`src/rtl/fp_div_nr.sv`:
```
module fp_div_nr #(
  parameter int EXP_W  = 8,
  parameter int FRAC_W = 23
) (
  input  logic                    clk,
  input  logic                    rst_n,
  input  logic                    start,
  input  logic [EXP_W+FRAC_W:0]   dividend,
  input  logic [EXP_W+FRAC_W:0]   divisor,
  output logic [EXP_W+FRAC_W:0]   result,
  output logic                    done,
  output logic                    fail
);
  localparam int WORD_W = EXP_W + FRAC_W + 1;
  localparam int MANT_W = FRAC_W + 1;
  localparam int QUO_W  = MANT_W + 2;
  localparam int REM_W  = MANT_W + 3;
  localparam int XPW    = EXP_W + 2;
  localparam int CNT_W  = $clog2(QUO_W + 1);
  localparam logic [EXP_W-1:0] EXP_ONES = '1;
  localparam logic signed [XPW-1:0] BIAS    = XPW'((1 << (EXP_W - 1)) - 1);
  localparam logic signed [XPW-1:0] EXP_TOP = XPW'((1 << EXP_W) - 2);

  typedef enum logic [1:0] {IDLE, RUN, FIN} phase_t;

  phase_t                  phase;
  logic signed [REM_W-1:0] rem, dvs;
  logic [QUO_W-1:0]        quo;
  logic [CNT_W-1:0]        cnt;
  logic                    sgn;
  logic signed [XPW-1:0]   xp;
  logic                    busy;

  assign busy = (phase != IDLE);

  // operand fields
  logic [EXP_W-1:0]  ea, eb;
  logic [FRAC_W-1:0] fa, fb;
  assign ea = dividend[WORD_W-2 -: EXP_W];
  assign eb = divisor[WORD_W-2 -: EXP_W];
  assign fa = dividend[FRAC_W-1:0];
  assign fb = divisor[FRAC_W-1:0];

  logic a_zero, b_zero, a_bad, b_bad, sgn_in;
  assign a_zero = (ea == '0) && (fa == '0);
  assign b_zero = (eb == '0) && (fb == '0);
  assign a_bad  = (ea == EXP_ONES) || ((ea == '0) && (fa != '0));
  assign b_bad  = (eb == EXP_ONES) || ((eb == '0) && (fb != '0));
  assign sgn_in = dividend[WORD_W-1] ^ divisor[WORD_W-1];

  logic signed [REM_W-1:0] ma_x, mb_x, rem_first;
  assign ma_x      = {3'b000, 1'b1, fa};
  assign mb_x      = {3'b000, 1'b1, fb};
  assign rem_first = ma_x - mb_x;

  logic signed [XPW-1:0] exp_in;
  assign exp_in = $signed({2'b00, ea}) - $signed({2'b00, eb}) + BIAS;

  // one recurrence step
  logic signed [REM_W-1:0] rem_dbl, rem_nxt;
  assign rem_dbl = rem <<< 1;
  assign rem_nxt = rem[REM_W-1] ? rem_dbl + dvs : rem_dbl - dvs;

  // remainder correction, normalization, rounding
  logic signed [REM_W-1:0] rem_fix;
  assign rem_fix = rem[REM_W-1] ? rem + dvs : rem;

  logic              norm, guard, sticky;
  logic [MANT_W-1:0] man_pre;
  logic [MANT_W:0]   man_rnd;
  assign norm    = quo[QUO_W-1];
  assign man_pre = norm ? quo[QUO_W-1:2] : quo[QUO_W-2:1];
  assign guard   = norm ? quo[1] : quo[0];
  assign sticky  = (rem_fix != '0) | (norm & quo[0]);
  assign man_rnd = {1'b0, man_pre} + {{MANT_W{1'b0}}, guard & (sticky | man_pre[0])};

  logic signed [XPW-1:0] xp_fin;
  logic                  range_bad;
  assign xp_fin    = xp - $signed({{(XPW-1){1'b0}}, ~norm})
                        + $signed({{(XPW-1){1'b0}}, man_rnd[MANT_W]});
  assign range_bad = (xp_fin < 1) || (xp_fin > EXP_TOP);

  always_ff @(posedge clk or negedge rst_n) begin
    if (!rst_n) begin
      phase  <= IDLE;
      rem    <= '0;
      dvs    <= '0;
      quo    <= '0;
      cnt    <= '0;
      sgn    <= 1'b0;
      xp     <= '0;
      result <= '0;
      done   <= 1'b0;
      fail   <= 1'b0;
    end else begin
      done <= 1'b0;
      fail <= 1'b0;
      case (phase)
        IDLE: begin
          if (start) begin
            if (a_bad || b_bad || b_zero) begin
              done   <= 1'b1;
              fail   <= 1'b1;
              result <= '0;
            end else if (a_zero) begin
              done   <= 1'b1;
              result <= {sgn_in, {(WORD_W-1){1'b0}}};
            end else begin
              rem   <= rem_first;
              dvs   <= mb_x;
              quo   <= {{(QUO_W-1){1'b0}}, ~rem_first[REM_W-1]};
              cnt   <= CNT_W'(QUO_W - 1);
              sgn   <= sgn_in;
              xp    <= exp_in;
              phase <= RUN;
            end
          end
        end
        RUN: begin
          rem <= rem_nxt;
          quo <= {quo[QUO_W-2:0], ~rem_nxt[REM_W-1]};
          cnt <= cnt - 1'b1;
          if (cnt == CNT_W'(1)) phase <= FIN;
        end
        FIN: begin
          done  <= 1'b1;
          phase <= IDLE;
          if (range_bad) begin
            fail   <= 1'b1;
            result <= '0;
          end else begin
            result <= {sgn, xp_fin[EXP_W-1:0], man_rnd[FRAC_W-1:0]};
          end
        end
        default: phase <= IDLE;
      endcase
    end
  end
endmodule


```
`config.mk`:
```
export PLATFORM = sky130hd
export DESIGN_NAME = fp_div_nr
export DESIGN_NICKNAME = d
export VERILOG_FILES = /design/src/rtl/fp_div_nr.sv
export SDC_FILE = /design/constraint.sdc
export NUM_CORES = 1
export LEC_CHECK = 0
export BUFFER_PORTS_ARGS = -buffer_cell sky130_fd_sc_hd__buf_2
export CAP_MARGIN = 5
export CORE_MARGIN = 1.5
export CORE_UTILIZATION = 40
export DETAILED_ROUTE_END_ITERATION = 16
export GPL_ROUTABILITY_DRIVEN = 0
export PLACE_DENSITY = 0.59
export SLEW_MARGIN = 15
export SYNTH_ARGS = -nofsm -noshare
export SYNTH_HDL_FRONTEND = slang
export SYNTH_SLANG_ARGS = --single-unit
```
`constraint.sdc`:
```
create_clock -name clk -period 10.7 [get_ports clk]
set_input_delay 1.07 -clock clk [delete_from_list [all_inputs] [get_ports clk]]
set_output_delay 1.07 -clock clk [all_outputs]
set_load 0.005 [all_outputs]
```
==> impl_metrics.prom <==
# TYPE chip_impl_metric gauge
chip_impl_metric{name="cts.repair.resized",unit=""} 0
chip_impl_metric{name="path_clk_slew",unit="ns"} 0.07
chip_impl_metric{name="syn_nets",unit=""} 1677
chip_impl_metric{name="initialDrtViolationCount",unit=""} 776
chip_impl_metric{name="crit_fanout",unit=""} 48
chip_impl_metric{name="min_path_cells",unit=""} 2
chip_impl_metric{name="synthesis.area_per_instance",unit="µm²"} 7.99
chip_impl_info{name="worst_hold_startpoint",value="result[7]$_DFFE_PN0P_"} 1
chip_impl_metric{name="final-setup-viol-count",unit=""} 0
chip_impl_info{name="timing.hold.worst_endpoint",value="result[7]$_DFFE_PN0P_"} 1
chip_impl_metric{name="grt_antenna_before_repair",unit=""} 0
chip_impl_metric{name="die_w",unit="µm"} 175
chip_impl_metric{name="drt-pass1-iter-count",unit=""} 5
chip_impl_info{name="critical_path.reg2reg.startpoint",value="quo[25]$_DFFE_PN0P_"} 1
chip_impl_info{name="grt_setup_unrepaired",value="no"} 1
chip_impl_metric{name="drive_gt1_share",unit="%"} 11.9
chip_impl_metric{name="antenna_violating_nets_post_route",unit=""} 0
chip_impl_metric{name="hold_buffers",unit=""} 0
chip_impl_metric{name="post-route-drc-count",unit=""} 0
chip_impl_metric{name="yosys.area.top_type_share",unit="%"} 27.1
chip_impl_metric{name="synth-edff-count",unit=""} 0
chip_impl_info{name="cells_taking_the_most_area_after_synthesis",value="sky130_fd_sc_hd__dfrtp_1 27%, sky130_fd_sc_hd__ha_1 12%, sky130_fd_sc_hd__o21ai_0 6.6%"} 1
chip_impl_metric{name="layout_worst_path_cycle_share",unit="%"} 59.6
chip_impl_info{name="timing.critical_path.slowest_stage_cell",value="sky130_fd_sc_hd__nor4_4"} 1
chip_impl_metric{name="grt_first_pass_wirelength",unit="mm"} 54.4
chip_impl_metric{name="cts_inserted_buffers",unit=""} 17
chip_impl_metric{name="numPortBuffers",unit=""} 100
chip_impl_metric{name="clockBufferDepth",unit=""} 2
chip_impl_metric{name="synthesis.instances",unit=""} 1489
chip_impl_metric{name="layout_fillers",unit=""} 2906
chip_impl_metric{name="rows",unit=""} 62
chip_impl_metric{name="vias_per_cell",unit=""} 5.53
chip_impl_info{name="worstReg2RegEnd",value="result[24]$_DFFE_PN0P_"} 1
chip_impl_metric{name="r2r_cells",unit=""} 26
chip_impl_info{name="crit_path_end_kind",value="register"} 1
chip_impl_metric{name="ys.warnings.count",unit=""} 0
chip_impl_metric{name="cpPeakStageDelay",unit="ns"} 0.87
chip_impl_metric{name="maxSlewViolCount",unit=""} 0
chip_impl_metric{name="hpwl",unit="mm"} 24.7
chip_impl_metric{name="timing.setup.tns",unit="ns"} 0
chip_impl_metric{name="worst_pin_slew",unit="ns"} 1.01
chip_impl_metric{name="required",unit="ns"} 11.03
chip_impl_metric{name="initial_standard_cell_utilization_of_the_core",unit="%"} 41.0
chip_impl_info{name="start_to_end_type_of_the_worst_setup_path",value="register to register"} 1
chip_impl_metric{name="post_cts.repair.setup_buffers",unit=""} 0
chip_impl_metric{name="final_nets",unit=""} 1741
chip_impl_metric{name="power-per-cell-area",unit="nW/µm²"} 334
chip_impl_info{name="outcome",value="finished clean"} 1
chip_impl_metric{name="cts_max_level",unit=""} 4
chip_impl_metric{name="placeableCoreArea",unit="µm²"} 29000
chip_impl_info{name="netlist.top_cell.by_area",value="sky130_fd_sc_hd__dfrtp_1"} 1
chip_impl_metric{name="async_reset_ff_share",unit="%"} 100
chip_impl_metric{name="worst_slew_margin_rel",unit="%"} 31.8
chip_impl_metric{name="vdd_drop_max",unit="mV"} 0.139
chip_impl_metric{name="wl",unit="mm"} 33.0
chip_impl_metric{name="syn_to_final_growth",unit="%"} 11.6
chip_impl_info{name="dominantRegCellSynth",value="sky130_fd_sc_hd__dfrtp_1"} 1
chip_impl_metric{name="yosysSeqAreaShare",unit="%"} 27.1
chip_impl_metric{name="post_synth_instance_area",unit="µm²"} 11900
chip_impl_metric{name="cts_sinks",unit=""} 129
chip_impl_metric{name="leakagePower",unit="nW"} 6.04
chip_impl_metric{name="first_global_vias",unit=""} 10326
chip_impl_metric{name="groute.usage.overall",unit="%"} 22.1
chip_impl_metric{name="hold_viol_final",unit=""} 0
chip_impl_metric{name="post-route-min-period",unit="ns"} 6.38
chip_impl_metric{name="clock_insertion_delay_worst_skew",unit="ns"} 0.43
chip_impl_info{name="layout_common_cells",value="191 x sky130_fd_sc_hd__nand2_1, 157 x sky130_fd_sc_hd__o21ai_0, 129 x sky130_fd_sc_hd__dfrtp_1"} 1
chip_impl_metric{name="n_antenna_cell",unit=""} 0
chip_impl_metric{name="die_h",unit="µm"} 175
chip_impl_metric{name="grt.overflow.total",unit=""} 0
chip_impl_metric{name="avgRoutedWirePerCell",unit="µm"} 16.9
chip_impl_metric{name="reg2reg_setup_slack",unit="ns"} 4.32
chip_impl_metric{name="fmaxAchievable",unit="GHz"} 0.157
chip_impl_metric{name="max_cap_violations",unit=""} 0
chip_impl_metric{name="hold_slack",unit="ns"} 0.472
chip_impl_metric{name="die_area",unit="µm²"} 30800
chip_impl_metric{name="endpoint_arrival_time_on_the_critical_path",unit="ns"} 6.71
chip_impl_info{name="layout.cells.most_common",value="sky130_fd_sc_hd__nand2_1"} 1
chip_impl_metric{name="floorplan.io_pins",unit=""} 101
chip_impl_info{name="crit_start",value="quo[25]$_DFFE_PN0P_"} 1
chip_impl_metric{name="grt_start_max_net_pins",unit=""} 70
chip_impl_metric{name="detailroute.via_count",unit=""} 10778
chip_impl_info{name="clock-root-buffer",value="sky130_fd_sc_hd__clkbuf_16"} 1
chip_impl_metric{name="ys_ff_latch",unit=""} 129
chip_impl_metric{name="ys_types",unit=""} 89
chip_impl_info{name="cts_tree",value="yes"} 1
chip_impl_metric{name="worst_clock_skew",unit="ns"} 0.0131
chip_impl_info{name="timing.hold.worst.class",value="register to register"} 1
chip_impl_info{name="crit_path_start_kind",value="register"} 1
## cell type report
class                           count  area [µm²]  share of cell area (%)
Inverter                          108         405                    3.05
Timing Repair Buffer              109         574                    4.33
Clock inverter                     14         154                    1.16
Clock buffer                       18         439                    3.31
Tap cell                          384         480                    3.62
Sequential cell                   129        3230                    24.3
Multi-Input combinational cell   1188        7990                    60.2
## worst max-delay path: cells and delay by family (launching register included)
| kind | cells | cell delay [ns] |
|---|---|---|
| AOI/OAI and AO/OA | 9 | 1.56 |
| and+or+nand+nor | 8 | 2.22 |
| DFF | 1 | 0.32 |
| muxes | 1 | 0.20 |
| adders and majority gates | 4 | 1.08 |
| buffers and inverters | 4 | 0.89 |
## Yosys cell counts (4+ instances only)
| cell type | n |
|---|---|
| sky130_fd_sc_hd__nand2_1 | 193 |
| sky130_fd_sc_hd__o21ai_0 | 157 |
| sky130_fd_sc_hd__dfrtp_1 | 129 |
| sky130_fd_sc_hd__ha_1 | 115 |
| sky130_fd_sc_hd__a21oi_1 | 112 |
| sky130_fd_sc_hd__inv_1 | 105 |
| sky130_fd_sc_hd__nor2_1 | 88 |
| sky130_fd_sc_hd__xnor2_1 | 62 |
| sky130_fd_sc_hd__clkbuf_1 | 46 |
| sky130_fd_sc_hd__xor2_1 | 40 |
| sky130_fd_sc_hd__nand3_1 | 32 |
| sky130_fd_sc_hd__nor3_1 | 32 |
| sky130_fd_sc_hd__a21o_1 | 25 |
| sky130_fd_sc_hd__nand2b_1 | 22 |
| sky130_fd_sc_hd__nor2b_1 | 22 |
| sky130_fd_sc_hd__a211oi_1 | 17 |
| sky130_fd_sc_hd__a31oi_1 | 17 |
| sky130_fd_sc_hd__mux2i_1 | 17 |
| sky130_fd_sc_hd__nand4_1 | 15 |
| sky130_fd_sc_hd__nor4_1 | 15 |
| sky130_fd_sc_hd__o21a_1 | 15 |
| sky130_fd_sc_hd__o31ai_1 | 14 |
| sky130_fd_sc_hd__a22o_1 | 12 |
| sky130_fd_sc_hd__o21bai_1 | 12 |
| sky130_fd_sc_hd__buf_2 | 9 |
| sky130_fd_sc_hd__and2_1 | 8 |
| sky130_fd_sc_hd__and3_1 | 8 |
| sky130_fd_sc_hd__o2111ai_1 | 8 |
| sky130_fd_sc_hd__o21ai_1 | 8 |
| sky130_fd_sc_hd__or3_1 | 8 |
| sky130_fd_sc_hd__mux2_2 | 7 |
| sky130_fd_sc_hd__o211ai_1 | 7 |
| sky130_fd_sc_hd__fa_1 | 6 |
| sky130_fd_sc_hd__o211a_1 | 6 |
| sky130_fd_sc_hd__or4_1 | 6 |
| sky130_fd_sc_hd__nand3b_1 | 5 |
| sky130_fd_sc_hd__a221oi_1 | 4 |
| sky130_fd_sc_hd__a22oi_1 | 4 |
| sky130_fd_sc_hd__buf_1 | 4 |
| sky130_fd_sc_hd__or2_2 | 4 |
## how the worst max path moves through the flow
stage / to / slack, ns / depth (start not counted)
3_3_place_gp: result[30]$_DFFE_PN0P_ / 4.51 / 26
6_report: result[24]$_DFFE_PN0P_ / 4.32 / 26
4_1_cts: result[24]$_DFFE_PN0P_ / 4.28 / 26
2_1_floorplan: result[14]$_DFFE_PN0P_ / 5.32 / 28
3_5_place_dp: result[12]$_DFFE_PN0P_ / 4.31 / 26
5_1_grt: result[13]$_DFFE_PN0P_ / 3.56 / 26
## flip-flops by register name (all words and copies together) (netlist names)
signal / cells
quo: 26
cnt: 5
xp: 10
fail: 1
result: 32
dvs: 24
rem: 27
sgn: 1
phase: 2
done: 1
## through the flow
| step | power [mW] | utilization (%) | area (µm²) | setup WS, ns | instances |
|---|---|---|---|---|---|
| detailed placement | 3.79 | 43.7 | 12700 | 4.31 | 1918 |
| global placement | 3.74 | 43.7 | 12700 | 4.51 | 1918 |
| CTS | 4.42 | 45.7 | 13300 | 4.28 | 1950 |
| floorplan | 3.14 | - | 11900 | 5.32 | 1489 |
| finish | 4.43 | 45.7 | 13300 | 4.32 | 1950 |
| global route | 4.87 | 45.7 | 13300 | 3.56 | 1950 |
## power breakdown
group	internal (mW)	switching, mW	total (mW)
Sequential	0.698	0.279	0.977
Clock	0.353	0.252	0.605
Combinational	1.19	1.66	2.84
## per-layer routing
metal  global-route usage, %  up-vias  wire length, µm  part of all wire, %
met3                    4.20       27             2010                  6.1
met5                       0        -                0                    0
met2                    34.7      282            14500                   44
met1                    31.6     5042            16200                   49
li1                        -     5427                -                    -
met4                    4.31        0              328                 0.99
## kinds of logic (layout without fill, tap and decap cells)
logic type               count (synthesis)  after routing  share of synthesized area (%)
AO/OA/AOI/OAI                          465            465                           25.2
AND/OR/NAND/NOR                        476            476                           19.1
multiplexers                            24             24                           2.09
adder cells (fa/ha/maj)                121            121                           13.1
XOR/XNOR                               102            102                           7.51
buffers and inverters                  172            249                           5.78
flip-flops                             129            129                           27.1
Note: power is estimated with default switching activity, not from simulation.
